## config.mk

```make
export PLATFORM = sky130hd
export DESIGN_NAME = acc_ext_shift_unit
export DESIGN_NICKNAME = d
export VERILOG_FILES = /design/src/rtl/acc_ext_shift_pkg.sv /design/src/rtl/aes_sequencer.sv /design/src/rtl/aes_datapath.sv /design/src/rtl/acc_ext_shift_unit.sv
export SDC_FILE = /design/constraint.sdc
export NUM_CORES = 1
export LEC_CHECK = 0
export BUFFER_PORTS_ARGS = -buffer_cell sky130_fd_sc_hd__buf_2
export CELL_PAD_IN_SITES_DETAIL_PLACEMENT = 0
export CELL_PAD_IN_SITES_GLOBAL_PLACEMENT = 2
export CORE_MARGIN = 10
export CORE_UTILIZATION = 32
export DETAILED_ROUTE_END_ITERATION = 10
export GPL_TIMING_DRIVEN = 0
export HOLD_SLACK_MARGIN = 0.05
export PLACE_DENSITY = 0.88
export SYNTH_ARGS = -nofsm -noshare
export SYNTH_HDL_FRONTEND = slang
export SYNTH_SLANG_ARGS = --single-unit
```

## constraint.sdc

```tcl
create_clock -name clk -period 1.5 [get_ports clk]
set_input_delay 0.075 -clock clk [delete_from_list [all_inputs] [get_ports clk]]
set_output_delay 0.075 -clock clk [all_outputs]
set_load 0.005 [all_outputs]
```

## src/rtl/acc_ext_shift_pkg.sv

```systemverilog
package acc_ext_shift_pkg;

  typedef enum logic [1:0] {
    OP_SHL = 2'd0,
    OP_SHR = 2'd1,
    OP_A2E = 2'd2,
    OP_E2A = 2'd3
  } shift_op_e;

  function automatic logic op_is_shift(input shift_op_e o);
    return (o == OP_SHL) || (o == OP_SHR);
  endfunction

endpackage

```

## src/rtl/aes_sequencer.sv

```systemverilog
module aes_sequencer
  import acc_ext_shift_pkg::*;
#(
  parameter int CNT_W = 4
) (
  input  logic             clk,
  input  logic             rst_n,
  input  logic             start,
  input  logic [1:0]       op,
  input  logic [CNT_W-1:0] count,
  input  logic             load_en,
  output logic             shl_en,
  output logic             shr_en,
  output logic             a2e_en,
  output logic             e2a_en,
  output logic             load_ok,
  output logic             busy,
  output logic             done
);

  shift_op_e        op_in;
  shift_op_e        op_q;
  logic [CNT_W-1:0] left_q;
  logic             busy_q;
  logic             done_q;
  logic             accept;
  logic             last_step;
  logic             long_shift;

  assign op_in      = shift_op_e'(op);
  assign accept     = start && !busy_q;
  assign long_shift = op_is_shift(op_in) && (count != '0);
  assign last_step  = busy_q && (left_q == CNT_W'(1));

  always_ff @(posedge clk or negedge rst_n) begin
    if (!rst_n) begin
      op_q   <= OP_SHL;
      left_q <= '0;
      busy_q <= 1'b0;
      done_q <= 1'b0;
    end else begin
      done_q <= 1'b0;
      if (accept) begin
        op_q <= op_in;
        if (long_shift) begin
          busy_q <= 1'b1;
          left_q <= count;
        end else begin
          done_q <= 1'b1;
        end
      end else if (busy_q) begin
        left_q <= left_q - CNT_W'(1);
        if (last_step) begin
          busy_q <= 1'b0;
          done_q <= 1'b1;
        end
      end
    end
  end

  assign shl_en  = busy_q && (op_q == OP_SHL);
  assign shr_en  = busy_q && (op_q == OP_SHR);
  assign a2e_en  = accept && (op_in == OP_A2E);
  assign e2a_en  = accept && (op_in == OP_E2A);
  assign load_ok = load_en && !busy_q && !start;
  assign busy    = busy_q;
  assign done    = done_q;

  // the remaining-step counter is never zero while busy
  a_r5_busy_has_steps: assert property (@(posedge clk) disable iff (!rst_n)
    busy_q |-> (left_q != '0));

  // the falling edge of busy is followed by the done pulse
  a_r5_done_after_busy: assert property (@(posedge clk) disable iff (!rst_n)
    $fell(busy_q) |-> done_q);

  // done is a single-cycle pulse while the unit is idle
  a_r5_done_single: assert property (@(posedge clk) disable iff (!rst_n)
    done_q |-> !busy_q);

  // a start seen while busy does not change the latched operation
  a_r9_op_held: assert property (@(posedge clk) disable iff (!rst_n)
    (busy_q && !last_step) |=> $stable(op_q) && busy_q);

  // a zero-count shift never raises busy
  a_r6_zero_no_busy: assert property (@(posedge clk) disable iff (!rst_n)
    (accept && op_is_shift(op_in) && (count == '0)) |=> (!busy_q && done_q));

endmodule

```

## src/rtl/aes_datapath.sv

```systemverilog
module aes_datapath #(
  parameter int ACC_W = 12,
  parameter int EXT_W = 11
) (
  input  logic             clk,
  input  logic             rst_n,
  input  logic             shl_en,
  input  logic             shr_en,
  input  logic             a2e_en,
  input  logic             e2a_en,
  input  logic             load_ok,
  input  logic [ACC_W-1:0] load_data,
  output logic [ACC_W-1:0] acc_q,
  output logic [EXT_W-1:0] ext_q
);

  localparam int PAIR_W = ACC_W + EXT_W;
  localparam int PAD_W  = ACC_W - EXT_W;

  function automatic logic [PAIR_W-1:0] step_left(input logic [ACC_W-1:0] a,
                                                   input logic [EXT_W-1:0] e);
    logic [ACC_W-1:0] na;
    logic [EXT_W-1:0] ne;
    na = {a[ACC_W-2:0], e[EXT_W-1]};
    ne = {e[EXT_W-2:0], 1'b0};
    return {na, ne};
  endfunction

  function automatic logic [PAIR_W-1:0] step_right(input logic [ACC_W-1:0] a,
                                                    input logic [EXT_W-1:0] e);
    logic [ACC_W-1:0] na;
    logic [EXT_W-1:0] ne;
    ne = {a[0], e[EXT_W-1:1]};
    na = {a[ACC_W-1], a[ACC_W-1:1]};
    return {na, ne};
  endfunction

  logic [PAIR_W-1:0] left_pair;
  logic [PAIR_W-1:0] right_pair;
  logic              any_en;

  assign left_pair  = step_left(acc_q, ext_q);
  assign right_pair = step_right(acc_q, ext_q);
  assign any_en     = shl_en | shr_en | a2e_en | e2a_en | load_ok;

  always_ff @(posedge clk or negedge rst_n) begin
    if (!rst_n) begin
      acc_q <= '0;
      ext_q <= '0;
    end else if (shl_en) begin
      acc_q <= left_pair[PAIR_W-1:EXT_W];
      ext_q <= left_pair[EXT_W-1:0];
    end else if (shr_en) begin
      acc_q <= right_pair[PAIR_W-1:EXT_W];
      ext_q <= right_pair[EXT_W-1:0];
    end else if (a2e_en) begin
      ext_q <= acc_q[EXT_W-1:0];
    end else if (e2a_en) begin
      acc_q <= {{PAD_W{1'b0}}, ext_q};
    end else if (load_ok) begin
      acc_q <= load_data;
    end
  end

  // with no enable from the sequencer both registers hold
  a_r9_hold_when_idle: assert property (@(posedge clk) disable iff (!rst_n)
    !any_en |=> ($stable(acc_q) && $stable(ext_q)));

  // a left step always clears extension bit 0
  a_r3_ext_lsb_zero: assert property (@(posedge clk) disable iff (!rst_n)
    shl_en |=> (ext_q[0] == 1'b0));

  // a right step keeps the accumulator sign
  a_r4_sign_kept: assert property (@(posedge clk) disable iff (!rst_n)
    shr_en |=> (acc_q[ACC_W-1] == $past(acc_q[ACC_W-1])));

  // moving the extension up leaves the top accumulator bit clear
  a_r8_zero_ext: assert property (@(posedge clk) disable iff (!rst_n)
    e2a_en |=> ((acc_q[ACC_W-1] == 1'b0) && $stable(ext_q)));

  // moving the accumulator down leaves the accumulator unchanged
  a_r7_acc_kept: assert property (@(posedge clk) disable iff (!rst_n)
    a2e_en |=> $stable(acc_q));

  // enables from the sequencer never overlap
  a_r9_one_enable: assert property (@(posedge clk) disable iff (!rst_n)
    $onehot0({shl_en, shr_en, a2e_en, e2a_en, load_ok}));

endmodule

```

## src/rtl/acc_ext_shift_unit.sv

```systemverilog
module acc_ext_shift_unit #(
  parameter int ACC_W = 12,
  parameter int EXT_W = 11,
  parameter int CNT_W = 4
) (
  input  logic             clk,
  input  logic             rst_n,
  input  logic             start,
  input  logic [1:0]       op,
  input  logic [CNT_W-1:0] count,
  input  logic             load_en,
  input  logic [ACC_W-1:0] load_data,
  output logic [ACC_W-1:0] acc_q,
  output logic [EXT_W-1:0] ext_q,
  output logic             busy,
  output logic             done
);

  logic shl_en;
  logic shr_en;
  logic a2e_en;
  logic e2a_en;
  logic load_ok;

  aes_sequencer #(.CNT_W(CNT_W)) seq_i (
    .clk     (clk),
    .rst_n   (rst_n),
    .start   (start),
    .op      (op),
    .count   (count),
    .load_en (load_en),
    .shl_en  (shl_en),
    .shr_en  (shr_en),
    .a2e_en  (a2e_en),
    .e2a_en  (e2a_en),
    .load_ok (load_ok),
    .busy    (busy),
    .done    (done)
  );

  aes_datapath #(.ACC_W(ACC_W), .EXT_W(EXT_W)) dp_i (
    .clk       (clk),
    .rst_n     (rst_n),
    .shl_en    (shl_en),
    .shr_en    (shr_en),
    .a2e_en    (a2e_en),
    .e2a_en    (e2a_en),
    .load_ok   (load_ok),
    .load_data (load_data),
    .acc_q     (acc_q),
    .ext_q     (ext_q)
  );

  // an accepted load appears on the accumulator one cycle later
  a_r2_load: assert property (@(posedge clk) disable iff (!rst_n)
    (load_en && !start && !busy) |=> ((acc_q == $past(load_data)) && $stable(ext_q)));

endmodule

```

==> impl_table.tex <==
\begin{tabular}{lr}
\hline
Metric & Value \\
\hline
\multicolumn{2}{l}{\textbf{Run status}} \\
\quad Result of the run & completed \\
\multicolumn{2}{l}{\textbf{Global route}} \\
\quad Largest net degree at the start of global routing & 32 \\
\quad Total global-route track usage & 12.4\% \\
\quad Number of antenna violations at the first check in global routing & 0 \\
\quad Number of global-route vias before repair & 1,791 \\
\quad Wire length of the first global-routing pass & 9760 µm \\
\quad Global route total overflow & 0 \\
\multicolumn{2}{l}{\textbf{Power}} \\
\quad Static Leakage & 0.00117 µW \\
\quad Post-layout power & 5440 µW \\
\quad P per Cell Area & 2260 mW/mm² \\
\quad Maximum vdd ir drop & 684 µV \\
\multicolumn{2}{l}{\textbf{Timing}} \\
\quad Final Skew & 8.33 ps \\
\quad Final worst path period need & 1450 ps \\
\quad Maximum operating frequency & 691 MHz \\
\quad Final worst-path setup slack & 51.9 ps \\
\quad Number of max-slew violations in the final report & 0 \\
\quad Final hold vios & 0 \\
\quad Setup repair after global routing missed its margin & yes \\
\quad Max transition margin & 51.3\% \\
\quad Min Hold Slack & 72.2 ps \\
\quad Period Utilization, post-route & 96.5\% \\
\quad Actual transition at the worst max-transition pin & 730 ps \\
\quad Setup violators final & 0 \\
\multicolumn{2}{l}{\textbf{Setup path}} \\
\quad CP Buf/Inv Count & 2 \\
\quad R2R Path Start & seq\_i.busy \\
\quad Worst Path Required & 1670 ps \\
\quad Crit-path cells & buf\_6, and4b\_1, buf\_6, a221oi\_1, o21ai\_1 \\
\quad Slowest cell on the critical path & sky130\_fd\_sc\_hd\_\_dfrtp\_1 \\
\quad Critical setup path kind & reg2reg \\
\quad Most frequent cell on the critical path & sky130\_fd\_sc\_hd\_\_buf\_6 \\
\quad Startpoint types & flip-flop \\
\quad Worst Path Arrival & 1620 ps \\
\quad Launching instance or port of the critical path & seq\_i.busy \\
\quad Element type at the critical path end & flip-flop \\
\quad Levels on crit path & 5 \\
\quad Reg-to-Reg End & dp\_i.acc\_q[9] \\
\quad Maximum cell stage delay along the critical path & 360 ps \\
\quad Worst path top cell family by delay & compound AO/OA/AOI/OAI gates \\
\quad Setup slack of the worst register-to-register path & 50 ps \\
\quad Critical path destination & dp\_i.acc\_q[9] \\
\quad Maximum fanout along the worst path & 10 \\
\quad Worst R2R Path Depth & 5 \\
\multicolumn{2}{l}{\textbf{Detailed routing}} \\
\quad First-pass DRT Iterations & 4 \\
\quad Sum of met3 wire segment lengths after detailed routing & 240 µm \\
\quad Via Count & 1,720 \\
\quad Total DRC errors in the routed layout & 0 \\
\quad Top layer reached by signal wires & met4 \\
\quad Initial DRC count & 63 \\
\quad Post-detailed-routing wire length & 5830 µm \\
\quad Routed wire per std cell & 17.7 µm \\
\quad Antenna Nets Post-Route & 0 \\
\quad Via-to-Cell Ratio & 5.21 \\
\quad M1 wire length & 2800 µm \\
\quad Length of routed met2 wiring & 2700 µm \\
\multicolumn{2}{l}{\textbf{CTS}} \\
\quad Latest clock arrival within the worst-skew pair & 290 ps \\
\quad Level count of the clock H-tree & 2 \\
\quad Number of buffers inserted to repair setup after CTS & 0 \\
\quad Maximum clock path buffer count & 2 \\
\quad Clock-pin slew reported for the worst setup and hold paths after clock tree synthesis & 70 ps \\
\quad Clock root cell & sky130\_fd\_sc\_hd\_\_clkbuf\_8 \\
\quad TritonCTS Buffers & 5 \\
\quad TritonCTS clock tree & done \\
\quad Number of clock sinks seen by CTS & 31 \\
\multicolumn{2}{l}{\textbf{Place}} \\
\quad Placement Setup Slack & -56.1 ps \\
\quad Placed instance area & 0.00221 mm² \\
\quad Placed Cells incl. Taps & 320 \\
\quad Number of input and output port buffers inserted & 46 \\
\quad Global placer's final weighted congestion & 0.765 \\
\quad HPWL after detailed placement & 4200 µm \\
\multicolumn{2}{l}{\textbf{Final layout}} \\
\quad Number of fill cells & 585 \\
\quad Most common cell after layout, fill and taps aside & sky130\_fd\_sc\_hd\_\_buf\_2 \\
\quad Diode insertion count for antenna repair & 0 \\
\quad Post-layout instance area & 0.00241 mm² \\
\quad Fraction of final layout cells sized beyond drive strength 1 & 33.7\% \\
\quad Most frequent cells in the layout & sky130\_fd\_sc\_hd\_\_buf\_2 (50), sky130\_fd\_sc\_hd\_\_dfrtp\_1 (31), sky130\_fd\_sc\_hd\_\_nand2\_1 (22) \\
\quad Post-Layout Cell Count & 330 \\
\quad Final net count & 281 \\
\quad Area growth, synth to finish & 27.7\% \\
\multicolumn{2}{l}{\textbf{Floorplan}} \\
\quad Y dimension of the die & 96.8 µm \\
\quad I/O pins & 47 \\
\quad Die Footprint & 0.00936 mm² \\
\quad Die W & 96.8 µm \\
\quad Number of rows created at floorplan & 27 \\
\quad Area of the core & 0.00561 mm² \\
\quad Initial core utilization & 33.6\% \\
\multicolumn{2}{l}{\textbf{Synthesis}} \\
\quad Fraction of registers with async set/reset & 100\% \\
\quad Net count of the mapped netlist & 226 \\
\quad Count of flip-flops with a built-in enable after synthesis & 0 \\
\quad Unique cell type count in the Yosys netlist & 35 \\
\quad Library cell with the largest summed area after synthesis & sky130\_fd\_sc\_hd\_\_dfrtp\_1 \\
\quad Warnings from Yosys & 0 \\
\quad Yosys top cell area share & 41.1\% \\
\quad Dominant synthesized flop cell & sky130\_fd\_sc\_hd\_\_dfrtp\_1 \\
\quad Synthesis-stage register bit count & 31 \\
\quad Mean Syn Cell Area & 9.33 µm² \\
\quad Post-synthesis cell area & 0.00189 mm² \\
\quad Synthesized instance count & 202 \\
\quad Biggest area contributors in the synthesized netlist & sky130\_fd\_sc\_hd\_\_dfrtp\_1 (41\%), sky130\_fd\_sc\_hd\_\_mux2i\_1 (11\%), sky130\_fd\_sc\_hd\_\_a21oi\_1 (4.5\%) \\
\quad Part of the Yosys area used for sequential elements & 41.1\% \\
\multicolumn{2}{l}{\textbf{Job}} \\
\quad Maxcap violations & 0 \\
\multicolumn{2}{l}{\textbf{Worst hold path}} \\
\quad Hold Crit Depth & 3 \\
\quad Class of the tightest hold or removal check & in2reg \\
\hline
\end{tabular}
==> synth_stat cells (all sizes together) (2+ instances only) <==
master,instances
ha,2
a32oi,8
nand2,22
mux2i,21
nand2b,2
mux2,7
dfrtp,31
buf,14
nor2b,3
a211oi,2
a21oi,17
a221oi,7
a21o,5
o21ai,22
nor2,20
and3,2
inv,4
a31oi,2
==> flip-flops by register name, indices dropped and copies added (netlist names) <==
signal and flops:
dp_i.acc_q 12, dp_i.ext_q 11, seq_i.left_q 4, seq_i.op_q 2
seq_i.busy 1, seq_i.done 1
==> power by group <==
| part | switching [µW] | internal, µW |
|---|---|---|
| Sequential | 451 | 1210 |
| Combinational | 1550 | 1360 |
| Clock | 332 | 537 |
==> through the flow <==
stage,TNS (ps),utilization [%]
after floorplan,0,-
after detailed placement,-141,39.3
after global placement,-48.3,39.3
after global routing,-137,42.9
final,0,42.9
after CTS,0,41.9
==> worst reg2reg max path, stage by stage, from the launching register on <==
cell and delay, ps:
sky130_fd_sc_hd__dfrtp_1 360, sky130_fd_sc_hd__buf_6 140, sky130_fd_sc_hd__and4b_1 240, sky130_fd_sc_hd__buf_6 170
sky130_fd_sc_hd__a221oi_1 320, sky130_fd_sc_hd__o21ai_1 100
==> logic make-up (layout without fill, tap and decap cells) <==
| family | Yosys count | in the layout | synth area share, % |
|---|---|---|---|
| AO/OA/AOI/OAI | 65 | 65 | 22.3 |
| flip-flops | 31 | 31 | 41.1 |
| multiplexers | 28 | 28 | 15.3 |
| XOR/XNOR | 2 | 2 | 0.929 |
| buffers and inverters | 19 | 75 | 5.71 |
| AND/OR/NAND/NOR | 55 | 55 | 13.3 |
| adder cells (fa/ha/maj) | 2 | 2 | 1.33 |
==> cell type report <==
cell class,instances,area (µm²),area share [%]
Clock buffer,6,82.6,3.43
Inverter,4,15.0,0.624
Multi-Input combinational cell,152,1040,43.3
Buffer,15,115,4.78
Timing Repair Buffer,48,250,10.4
Clock inverter,2,35.0,1.46
Tap cell,72,90.1,3.74
Sequential cell,31,776,32.2
==> per-layer routing <==
metal  global-route usage (%)  vias to the layer above
met2                     19.0                       41
met4                     5.07                        0
met5                        0                        -
met1                     15.7                      823
met3                     3.55                        6
li1                         -                      850
==> what timing repair did <==
action                     CTS  global route
hold endpoints to repair    32             0
setup endpoints to repair   16            22
resized for setup            1            21
pin swaps                    0             0
cloned                       0             0
hold buffers                 2             0
==> worst min path at each step <==
stage	to	from	slack, ps
CTS	dp_i.acc_q[8]	load_data[8]	70
global route	dp_i.acc_q[9]	load_data[9]	90
finish	dp_i.acc_q[8]	load_data[8]	70
floorplan	dp_i.acc_q[0]	rst_n	-220
detailed placement	dp_i.acc_q[9]	rst_n	180
global placement	dp_i.acc_q[10]	rst_n	190
Note: power is estimated with default switching activity, not from simulation.
